--- src/rtl/rdp_pkg.sv ---
// Package: shared opcode encoding and status-flag type for the register datapath.
// Assumes a 4-bit operation field; codes 11..15 are unassigned.
package rdp_pkg;

    localparam int OP_W = 4;

    typedef enum logic [OP_W-1:0] {
        OP_PASS = 4'd0,
        OP_ADD  = 4'd1,
        OP_SUB  = 4'd2,
        OP_INC  = 4'd3,
        OP_DEC  = 4'd4,
        OP_AND  = 4'd5,
        OP_OR   = 4'd6,
        OP_XOR  = 4'd7,
        OP_NOT  = 4'd8,
        OP_SHL  = 4'd9,
        OP_SHR  = 4'd10
    } rdp_op_e;

    typedef struct packed {
        logic c;
        logic z;
        logic n;
        logic v;
    } rdp_flags_t;

endpackage

--- src/rtl/rdp_dest_decoder.sv ---
// Module: destination decoder. Turns the destination code into a one-hot
// write-enable vector qualified by the load signal.
// Assumes code 0 means "no register"; codes 1..NREG map to enable bits 0..NREG-1.
module rdp_dest_decoder #(
    parameter int NREG = 7,
    localparam int SEL_W = $clog2(NREG + 1)
) (
    input  logic [SEL_W-1:0] sel,
    input  logic             ld,
    output logic [NREG-1:0]  we
);

    // One comparator per register: enable only that register's own code.
    for (genvar i = 0; i < NREG; i++) begin : g_dec
        assign we[i] = ld && (sel == SEL_W'(i + 1));
    end

endmodule

--- src/rtl/rdp_regfile.sv ---
// Module: register file of NREG words with one-hot write enables.
// Assumes at most one enable is high per cycle; a synchronous active-low reset
// clears every register and takes priority over writes.
module rdp_regfile #(
    parameter int W    = 8,
    parameter int NREG = 7
) (
    input  logic                     clk,
    input  logic                     rst_n,
    input  logic [NREG-1:0]          we,
    input  logic [W-1:0]             wdata,
    output logic [NREG-1:0][W-1:0]   regs
);

    for (genvar i = 0; i < NREG; i++) begin : g_reg
        // Hold, clear on reset, or capture the write data when enabled.
        always_ff @(posedge clk) begin
            if (!rst_n) begin
                regs[i] <= '0;
            end else if (we[i]) begin
                regs[i] <= wdata;
            end
        end
    end

endmodule

--- src/rtl/rdp_operand_mux.sv ---
// Module: operand multiplexer. Select 0 picks the external word; select k
// picks register k (stored at index k-1).
// Assumes select codes above NREG never occur; they would also give the external word.
module rdp_operand_mux #(
    parameter int W    = 8,
    parameter int NREG = 7,
    localparam int SEL_W = $clog2(NREG + 1)
) (
    input  logic [SEL_W-1:0]         sel,
    input  logic [W-1:0]             ext,
    input  logic [NREG-1:0][W-1:0]   regs,
    output logic [W-1:0]             operand
);

    // Priority-free select: only one code can match.
    always_comb begin
        operand = ext;
        for (int i = 0; i < NREG; i++) begin
            if (sel == SEL_W'(i + 1)) begin
                operand = regs[i];
            end
        end
    end

endmodule

--- src/rtl/rdp_alu.sv ---
// Module: combinational ALU with carry, zero, negative and overflow flags.
// Assumes two's-complement operands; subtract sets C as "no borrow".
module rdp_alu
    import rdp_pkg::*;
#(
    parameter int W = 8
) (
    input  logic [W-1:0]    a,
    input  logic [W-1:0]    b,
    input  logic [OP_W-1:0] op,
    output logic [W-1:0]    res,
    output rdp_flags_t      flags
);

    localparam int MSB = W - 1;
    localparam logic [W:0] ONE_X = {{W{1'b0}}, 1'b1};

    logic [W:0] sum;
    logic       carry;
    logic       ovf;

    // Operation select; carry and overflow are set per operation class.
    always_comb begin
        sum   = '0;
        res   = '0;
        carry = 1'b0;
        ovf   = 1'b0;
        case (rdp_op_e'(op))
            OP_PASS: res = a;
            OP_ADD: begin
                sum   = {1'b0, a} + {1'b0, b};
                res   = sum[W-1:0];
                carry = sum[W];
                ovf   = (a[MSB] == b[MSB]) && (res[MSB] != a[MSB]);
            end
            OP_SUB: begin
                sum   = {1'b0, a} + {1'b0, ~b} + ONE_X;
                res   = sum[W-1:0];
                carry = sum[W];
                ovf   = (a[MSB] != b[MSB]) && (res[MSB] != a[MSB]);
            end
            OP_INC: begin
                sum   = {1'b0, a} + ONE_X;
                res   = sum[W-1:0];
                carry = sum[W];
                ovf   = !a[MSB] && res[MSB];
            end
            OP_DEC: begin
                sum   = {1'b0, a} + {1'b0, {W{1'b1}}};
                res   = sum[W-1:0];
                carry = sum[W];
                ovf   = a[MSB] && !res[MSB];
            end
            OP_AND: res = a & b;
            OP_OR:  res = a | b;
            OP_XOR: res = a ^ b;
            OP_NOT: res = ~a;
            OP_SHL: begin
                res   = {a[W-2:0], 1'b0};
                carry = a[MSB];
            end
            OP_SHR: begin
                res   = {1'b0, a[W-1:1]};
                carry = a[0];
            end
            default: res = '0;
        endcase
    end

    // Flag packing: Z and N derive from the result for every operation.
    always_comb begin
        flags.c = carry;
        flags.z = (res == '0);
        flags.n = res[MSB];
        flags.v = ovf;
    end

endmodule

--- src/rtl/gp_reg_datapath.sv ---
// Module: general register datapath top. One micro-operation per clock:
// two operands are selected, the ALU computes, and the destination register
// captures the result when load is high and the destination code is nonzero.
// Assumes the controller holds inputs stable around the rising edge.
module gp_reg_datapath
    import rdp_pkg::*;
#(
    parameter int W    = 8,
    parameter int NREG = 7,
    localparam int SEL_W = $clog2(NREG + 1)
) (
    input  logic              clk,
    input  logic              rst_n,
    input  logic [W-1:0]      ext_in,
    input  logic [SEL_W-1:0]  sel_a,
    input  logic [SEL_W-1:0]  sel_b,
    input  logic [SEL_W-1:0]  sel_d,
    input  logic [OP_W-1:0]   op,
    input  logic              ld,
    output logic [W-1:0]      result,
    output logic              flag_c,
    output logic              flag_z,
    output logic              flag_n,
    output logic              flag_v
);

    logic [NREG-1:0][W-1:0] regs;
    logic [NREG-1:0]        we;
    logic [W-1:0]           bus_a;
    logic [W-1:0]           bus_b;
    rdp_flags_t             flags;

    rdp_dest_decoder #(.NREG(NREG)) u_dec (
        .sel (sel_d),
        .ld  (ld),
        .we  (we)
    );

    rdp_regfile #(.W(W), .NREG(NREG)) u_rf (
        .clk   (clk),
        .rst_n (rst_n),
        .we    (we),
        .wdata (result),
        .regs  (regs)
    );

    rdp_operand_mux #(.W(W), .NREG(NREG)) u_mux_a (
        .sel     (sel_a),
        .ext     (ext_in),
        .regs    (regs),
        .operand (bus_a)
    );

    rdp_operand_mux #(.W(W), .NREG(NREG)) u_mux_b (
        .sel     (sel_b),
        .ext     (ext_in),
        .regs    (regs),
        .operand (bus_b)
    );

    rdp_alu #(.W(W)) u_alu (
        .a     (bus_a),
        .b     (bus_b),
        .op    (op),
        .res   (result),
        .flags (flags)
    );

    // Flag outputs: unpack the ALU status struct onto the ports.
    always_comb begin
        flag_c = flags.c;
        flag_z = flags.z;
        flag_n = flags.n;
        flag_v = flags.v;
    end

endmodule

--- config.mk ---
export PLATFORM = sky130hd
export DESIGN_NAME = gp_reg_datapath
export DESIGN_NICKNAME = d
export VERILOG_FILES = /design/src/rtl/rdp_pkg.sv /design/src/rtl/rdp_dest_decoder.sv /design/src/rtl/rdp_regfile.sv /design/src/rtl/rdp_operand_mux.sv /design/src/rtl/rdp_alu.sv /design/src/rtl/gp_reg_datapath.sv
export SDC_FILE = /design/constraint.sdc
export NUM_CORES = 1
export LEC_CHECK = 0
export ABC_AREA = 1
export BUFFER_PORTS_ARGS = -buffer_cell sky130_fd_sc_hd__buf_2
export CAP_MARGIN = 20
export CELL_PAD_IN_SITES_DETAIL_PLACEMENT = 1
export CELL_PAD_IN_SITES_GLOBAL_PLACEMENT = 2
export CORE_ASPECT_RATIO = 0.75
export CORE_MARGIN = 10
export CORE_UTILIZATION = 36
export DETAILED_ROUTE_END_ITERATION = 7
export PLACE_DENSITY_LB_ADDON = 0.1
export REMOVE_ABC_BUFFERS = 1
export SYNTH_ARGS = -nofsm -noshare
export SYNTH_HDL_FRONTEND = slang
export SYNTH_SLANG_ARGS = --single-unit
--- constraint.sdc ---
create_clock -name clk -period 7.33 [get_ports clk]
set_input_delay 1.0995 -clock clk [delete_from_list [all_inputs] [get_ports clk]]
set_output_delay 1.0995 -clock clk [all_outputs]
set_load 0.01 [all_outputs]
==> impl_metrics.py, run 1 <==
metrics = {
    "hold_path": {
        "hold_start": "u_rf.regs[33]$_SDFFE_PN0P_",
        "min_path_cells": 2,
        "worstHoldPathType": "reg -> reg",
        "worstHoldEndpoint": "u_rf.regs[33]$_SDFFE_PN0P_",
    },
    "clock_tree": {
        "cts_made_buffers": 5,
        "cts_hold_buf": 0,
        "ctsResizeCount": 0,
        "cts_tree": "built",
        "htreeDepth": 2,
        "clock_sinks": 56,
        "clkTransAtPathRegs_ns": 0.07,
        "cts_buffer_depth": 2,
        "cts_setup_buffers": 0,
        "clockRootBuffer": "clkbuf_16",
        "worst_skew_pair.late_latency_ns": 0.30,
    },
    "setup_path": {
        "cp_max_fo": 10,
        "end_kind": "primary output",
        "path_class": "in -> out",
        "critPathRequiredTime_ns": 6.23,
        "arrival_ns": 5.58,
        "r2r_slack_ns": 3.41,
        "cp-startpoint": "sel_b[2]",
        "r2r_start": "u_rf.regs[1]$_SDFFE_PN0P_",
        "r2r_cells": 28,
        "worstReg2RegEnd": "u_rf.regs[46]$_SDFFE_PN0P_",
        "startpoint_type": "input pin",
    },
    "sta": {
        "setup-tns-final_ns": 0,
        "max_slew_margin_pct": 30.8,
        "rsz0062_at_grt": "no",
        "hold_violations": 0,
        "fmaxAchievable_mhz": 150,
        "tightest_slew_ns": 1.03,
        "slew_violations": 0,
        "period_needed_ns": 6.68,
        "finalCritPeriodShare_pct": 91.1,
        "worst_slack_ns": 0.649,
        "finalSetupViolCount": 0,
        "fin_worst_skew_ns": 0.00794,
    },
    "power_and_ir_drop": {
        "p_leak_nw": 2.87,
        "pwr-share-comb_pct": 41.2,
        "clockPowerShare_pct": 27.3,
        "power_density_mw_per_mm2": 175,
        "p_switching_uw": 422,
        "p_int_uw": 606,
        "swShare_pct": 41.0,
        "pwr-share-seq_pct": 31.5,
        "peakVddDrop_mv": 0.0954,
    },
    "cells_and_area": {
        "final_cell_mix": "nand2_1, inv_1, o21ai_0, a21oi_1, nor2_1",
        "reg_top3": "u_rf.regs: 56 flops",
        "antenna_cells": 0,
        "regMostFlops": "u_rf.regs",
        "syn_to_final_growth_pct": 10.6,
        "nets": 968,
        "largest_reg_flops": 56,
        "layout-drive-gt1-share_pct": 11.7,
        "final_util_pct": 40.5,
        "layout.cells.non_filler": 1114,
        "final_common_cell": "nand2_1",
    },
    "synthesis": {
        "ys_types": 44,
        "syn_inst": 884,
        "ys_ff_latch": 56,
        "syn-cell-area_sq_mm": 0.00530,
        "yosysWarnings": 0,
        "ys_seq_area_share_pct": 21.2,
        "avgSynthCellArea_sq_um": 5.99,
    },
    "routing": {
        "routed_via_density": 5.49,
        "postRouteAntennaNets": 0,
        "drc": 0,
        "drt-total-wl_mm": 20.5,
        "vias": 6115,
        "wl_per_cell_um": 18.4,
        "dr.pass1.iters": 5,
        "drt_iter0_markers": 436,
    },
    "floorplanning": {
        "die_y_um": 125,
        "core_sq_mm": 0.0145,
        "pin_count": 36,
        "initial_core_util_pct": 36.7,
        "die_w_um": 160,
        "fp-row-count": 38,
        "die-area_sq_mm": 0.0200,
    },
    "grt": {
        "grt_first_pass_wirelength_mm": 33.0,
        "grt_pass1_vias": 6007,
        "grt_use_total_pct": 20.1,
        "overflow": 0,
        "grt_max_degree": 44,
        "antenna_found_initial": 0,
    },
    "place": {
        "portBuffers": 35,
        "place_inst": 1105,
        "gp_congestion": 0.910,
        "hpwl_mm": 16.7,
        "dp_slack_ns": 0.751,
    },
    "status": {
        "status": "completed",
    },
    "run": {
        "cap_violations": 0,
    },
}
## synthesized netlist by cell type (all sizes together)
library cell	count	area, sq um
clkbuf	17	63.8
a31oi	6	37.5
nor2	99	432
o221ai	2	17.5
nor4	1	6.26
a22oi	7	52.6
xor2	1	8.76
o21bai	1	7.51
nand4	11	68.8
o2111ai	1	8.76
clkinv	4	16.3
nor3	10	66.3
ha	29	363
or2	6	37.5
nand2	201	818
a21oi	91	489
inv	142	536
fa	2	40.0
nand3b	2	15.0
xnor2	1	8.76
a311oi	1	8.76
nand3	57	315
buf	7	48.8
o22ai	6	37.5
o211ai	20	150
dfxtp	56	1120
o21ai	103	523
## metrics by stage
stage | area, sq um | hold slack, ns | power [mW]
after detailed placement | 5690 | 0.528 | 0.746
after global placement | 5690 | 0.520 | 0.736
after floorplan | 5180 | 0.504 | 0.602
final | 5860 | 0.557 | 1.03
after CTS | 5850 | 0.550 | 1.03
after global routing | 5860 | 0.594 | 1.10
## routing by layer
layer | part of all wire [%] | GRT usage (%)
met2 | 38 | 27.4
met5 | 0 | 0
met3 | 6.2 | 3.74
met1 | 55 | 32.0
met4 | 0.40 | 2.16
## power groups by stage
stage               Sequential (mW)  Combinational (mW)  Clock (mW)
floorplan                     0.327               0.276           0
finish                        0.323               0.424       0.281
global placement              0.330               0.406           0
detailed placement            0.330               0.416           0
global route                  0.325               0.473       0.299
CTS                           0.323               0.418       0.285
## kinds of logic (layout without fill, tap and decap cells)
logic type      after synthesis  in the layout  synth area share (%)
fa+ha+maj                    31             31                  7.61
simple gates                387            387                  33.2
flops                        56             56                  21.2
compound gates              238            238                  25.2
xor+xnor                      2              2                 0.331
buf+inv                     170            200                  12.5
## worst max-delay path: stages
cell and delay, ns:
buf_2 0.11, inv_1 0.08, nor2_1 0.15, inv_1 0.16, nor2_1 0.28, clkinv_1 0.34, o211ai_1 0.22, o21ai_0 0.13
nand2_1 0.11, nand2_1 0.06, o21ai_0 0.19, inv_1 0.22, fa_1 0.52, nand3_1 0.13, nand3_1 0.12, nand2_1 0.11
nand2_1 0.06, a21oi_1 0.20, or2_2 0.16, a21oi_1 0.05, o21ai_0 0.37, o21ai_0 0.34, nor2_1 0.17, nand2_1 0.06
buf_2 0.13
## worst max path at each step
stage | endpoint
global route | flag_z
floorplan | flag_z
global placement | flag_c
CTS | flag_z
finish | flag_c
detailed placement | flag_z
## area by class of cell
type | count | area, sq um
clock buffers | 6 | 129
clock inverters | 2 | 35.0
fillers | 2014 | 8600
inverters | 146 | 552
multi-input cells | 658 | 3510
flip-flops and latches | 56 | 1120
well taps | 200 | 250
repair buffers | 46 | 258
Power figures use the tool's default switching activity.
==> inputs of run 2 (changes only) <==
--- a/config.mk
+++ b/config.mk
@@ -16,2 +16,3 @@
 export DETAILED_ROUTE_END_ITERATION = 7
+export GPL_ROUTABILITY_DRIVEN = 0
 export PLACE_DENSITY_LB_ADDON = 0.1
==> constraint.sdc (replaced) <==
create_clock -name clk -period 7.33 [get_ports clk]
set_input_delay 1.466 -clock clk [delete_from_list [all_inputs] [get_ports clk]]
set_output_delay 1.466 -clock clk [all_outputs]
set_load 0.01 [all_outputs]
==> impl_metrics.py, run 2 (synthesized netlist as in run 1, its figures left out) <==
metrics = {
    "sta": {
        "tightest_slew_ns": 1.11,
        "fin_worst_skew_ns": 0.00634,
        "slew_violations": 0,
        "setup-tns-final_ns": 0,
        "hold_violations": 0,
        "max_slew_margin_pct": 25.4,
        "rsz0062_at_grt": "no",
        "finalCritPeriodShare_pct": 94.8,
        "period_needed_ns": 6.95,
        "finalSetupViolCount": 0,
        "fmaxAchievable_mhz": 144,
    },
    "grt": {
        "overflow": 0,
        "grt_max_degree": 44,
        "grt_first_pass_wirelength_mm": 32.5,
        "grt_use_total_pct": 19.6,
        "grt_pass1_vias": 5854,
        "antenna_found_initial": 0,
    },
    "cells_and_area": {
        "fin_area_sq_mm": 0.00592,
        "reg_top3": "u_rf.regs: 56 flops",
        "final_cell_mix": "nand2_1, inv_1, o21ai_0, a21oi_1, nor2_1",
        "antenna_cells": 0,
        "regMostFlops": "u_rf.regs",
        "fillCellCount": 2015,
        "final_common_cell": "nand2_1",
        "layout-drive-gt1-share_pct": 13.6,
        "largest_reg_flops": 56,
        "syn_to_final_growth_pct": 11.8,
        "nets": 973,
    },
    "clock_tree": {
        "cts_made_buffers": 5,
        "htreeDepth": 2,
        "cts_tree": "built",
        "clockRootBuffer": "clkbuf_16",
        "worst_skew_pair.late_latency_ns": 0.30,
        "clkTransAtPathRegs_ns": 0.07,
        "cts_buffer_depth": 2,
        "clock_sinks": 56,
    },
    "routing": {
        "drt-total-wl_mm": 20.3,
        "drt_iter0_markers": 460,
        "postRouteAntennaNets": 0,
        "vias": 5994,
        "dr.pass1.iters": 5,
        "drc": 0,
        "wl_per_cell_um": 18.1,
        "routed_via_density": 5.36,
    },
    "run": {
        "cap_violations": 0,
    },
    "hold_path": {
        "worstHoldPathType": "reg -> reg",
        "min_path_cells": 2,
        "worstHoldEndpoint": "u_rf.regs[48]$_SDFFE_PN0P_",
        "hold_start": "u_rf.regs[48]$_SDFFE_PN0P_",
    },
    "power_and_ir_drop": {
        "p_switching_uw": 420,
        "swShare_pct": 41.9,
        "peakVddDrop_mv": 0.0923,
        "p_int_uw": 583,
        "clockPowerShare_pct": 25.5,
        "p_leak_nw": 2.89,
        "pwr-share-comb_pct": 42.3,
        "pwr-share-seq_pct": 32.2,
        "power_density_mw_per_mm2": 169,
    },
    "setup_path": {
        "r2r_cells": 28,
        "critPathRequiredTime_ns": 5.86,
        "r2r_start": "u_rf.regs[1]$_SDFFE_PN0P_",
        "cp_max_fo": 15,
        "arrival_ns": 5.48,
        "worstReg2RegEnd": "u_rf.regs[54]$_SDFFE_PN0P_",
        "startpoint_type": "input pin",
        "r2r_slack_ns": 3.71,
        "end_kind": "primary output",
        "path_class": "in -> out",
    },
    "floorplanning": {
        "die_w_um": 160,
        "pin_count": 36,
        "core_sq_mm": 0.0145,
        "die_y_um": 125,
        "initial_core_util_pct": 36.7,
        "fp-row-count": 38,
        "die-area_sq_mm": 0.0200,
    },
    "status": {
        "status": "completed",
    },
    "place": {
        "hpwl_mm": 16.2,
        "placed_cell_area_sq_mm": 0.00570,
        "portBuffers": 35,
    },
}
-- run 2: cell types whose count changed in the layout (fill, tap and decap cells not counted), sizes merged --
cell / previous run / this run
buf: 46 / 51
bufinv: 1 / 0
inv: 142 / 143
-- run 2: critical path: stages --
cell	delay, ns
buf_2	0.08
inv_2	0.15
nor2_4	0.29
nand2_1	0.25
inv_1	0.28
nor2_1	0.08
nand2_1	0.08
nand2_1	0.05
nand2_1	0.07
nand2_1	0.09
nand2_2	0.13
inv_1	0.16
ha_1	0.40
inv_1	0.16
nor3_1	0.19
nand2_1	0.12
nand2_1	0.12
nand2_1	0.06
nand3_1	0.07
nand3_1	0.08
inv_1	0.06
nand3b_1	0.09
nor2_2	0.22
nand3_1	0.10
nor2_1	0.15
nand3_1	0.19
nor2_1	0.13
buf_2	0.14
-- run 2: what timing repair did --
item                                    4_1_cts  5_1_grt
buffers inserted                              0        3
resized for setup                             0       15
endpoints found under the setup margin        0        7
hold buffers                                  0        0
-- run 2: how the worst max path moves through the flow --
| stage | startpoint | end | slack, ns |
|---|---|---|---|
| floorplan | sel_b[0] | flag_z | 0.84 |
| global placement | sel_b[1] | flag_z | 0.27 |
| detailed placement | sel_b[1] | flag_z | 0.07 |
| CTS | sel_b[1] | flag_z | 0.06 |
| global route | sel_a[1] | flag_z | 0.005 |
| finish | sel_a[2] | flag_z | 0.38 |
-- run 2: routing by layer --
metal  GRT usage (%)  vias to the layer above  part of all wire [%]
met2            27.3                      125                    40
li1                -                     2961                     -
met5               0                        -                     0
met1            30.8                     2897                    54
met3            3.87                       11                   5.3
met4            1.62                        0                  0.31
-- run 2: layout make-up --
| type | count | area (sq um) | share of cell area (%) |
|---|---|---|---|
| multi-input cells | 658 | 3560 | 60.1 |
| clock inverters | 2 | 10.0 | 0.169 |
| repair buffers | 51 | 293 | 4.94 |
| well taps | 200 | 250 | 4.22 |
| clock buffers | 6 | 139 | 2.34 |
| inverters | 146 | 552 | 9.32 |
| flip-flops and latches | 56 | 1120 | 18.9 |
-- run 2: power groups by stage --
stage          registers (mW)  logic [mW]  clock network [mW]
5_1_grt                 0.325       0.477               0.271
3_3_place_gp            0.329       0.404                   0
3_5_place_dp            0.330       0.414                   0
4_1_cts                 0.323       0.416               0.260
6_report                0.323       0.424               0.256
2_1_floorplan           0.327       0.276                   0
-- run 2: stage by stage --
stage | total power [mW] | cells | hold slack, ns | util, % | worst slack (ns)
2_1_floorplan | 0.602 | 860 | 0.504 | - | 0.836
3_3_place_gp | 0.733 | 1106 | 0.520 | 39.4 | 0.273
3_5_place_dp | 0.743 | 1107 | 0.539 | 39.4 | 0.0718
4_1_cts | 0.999 | 1115 | 0.558 | 40.5 | 0.0644
5_1_grt | 1.07 | 1119 | 0.588 | 41.0 | 0.00507
6_report | 1.00 | 1119 | 0.549 | 41.0 | 0.380
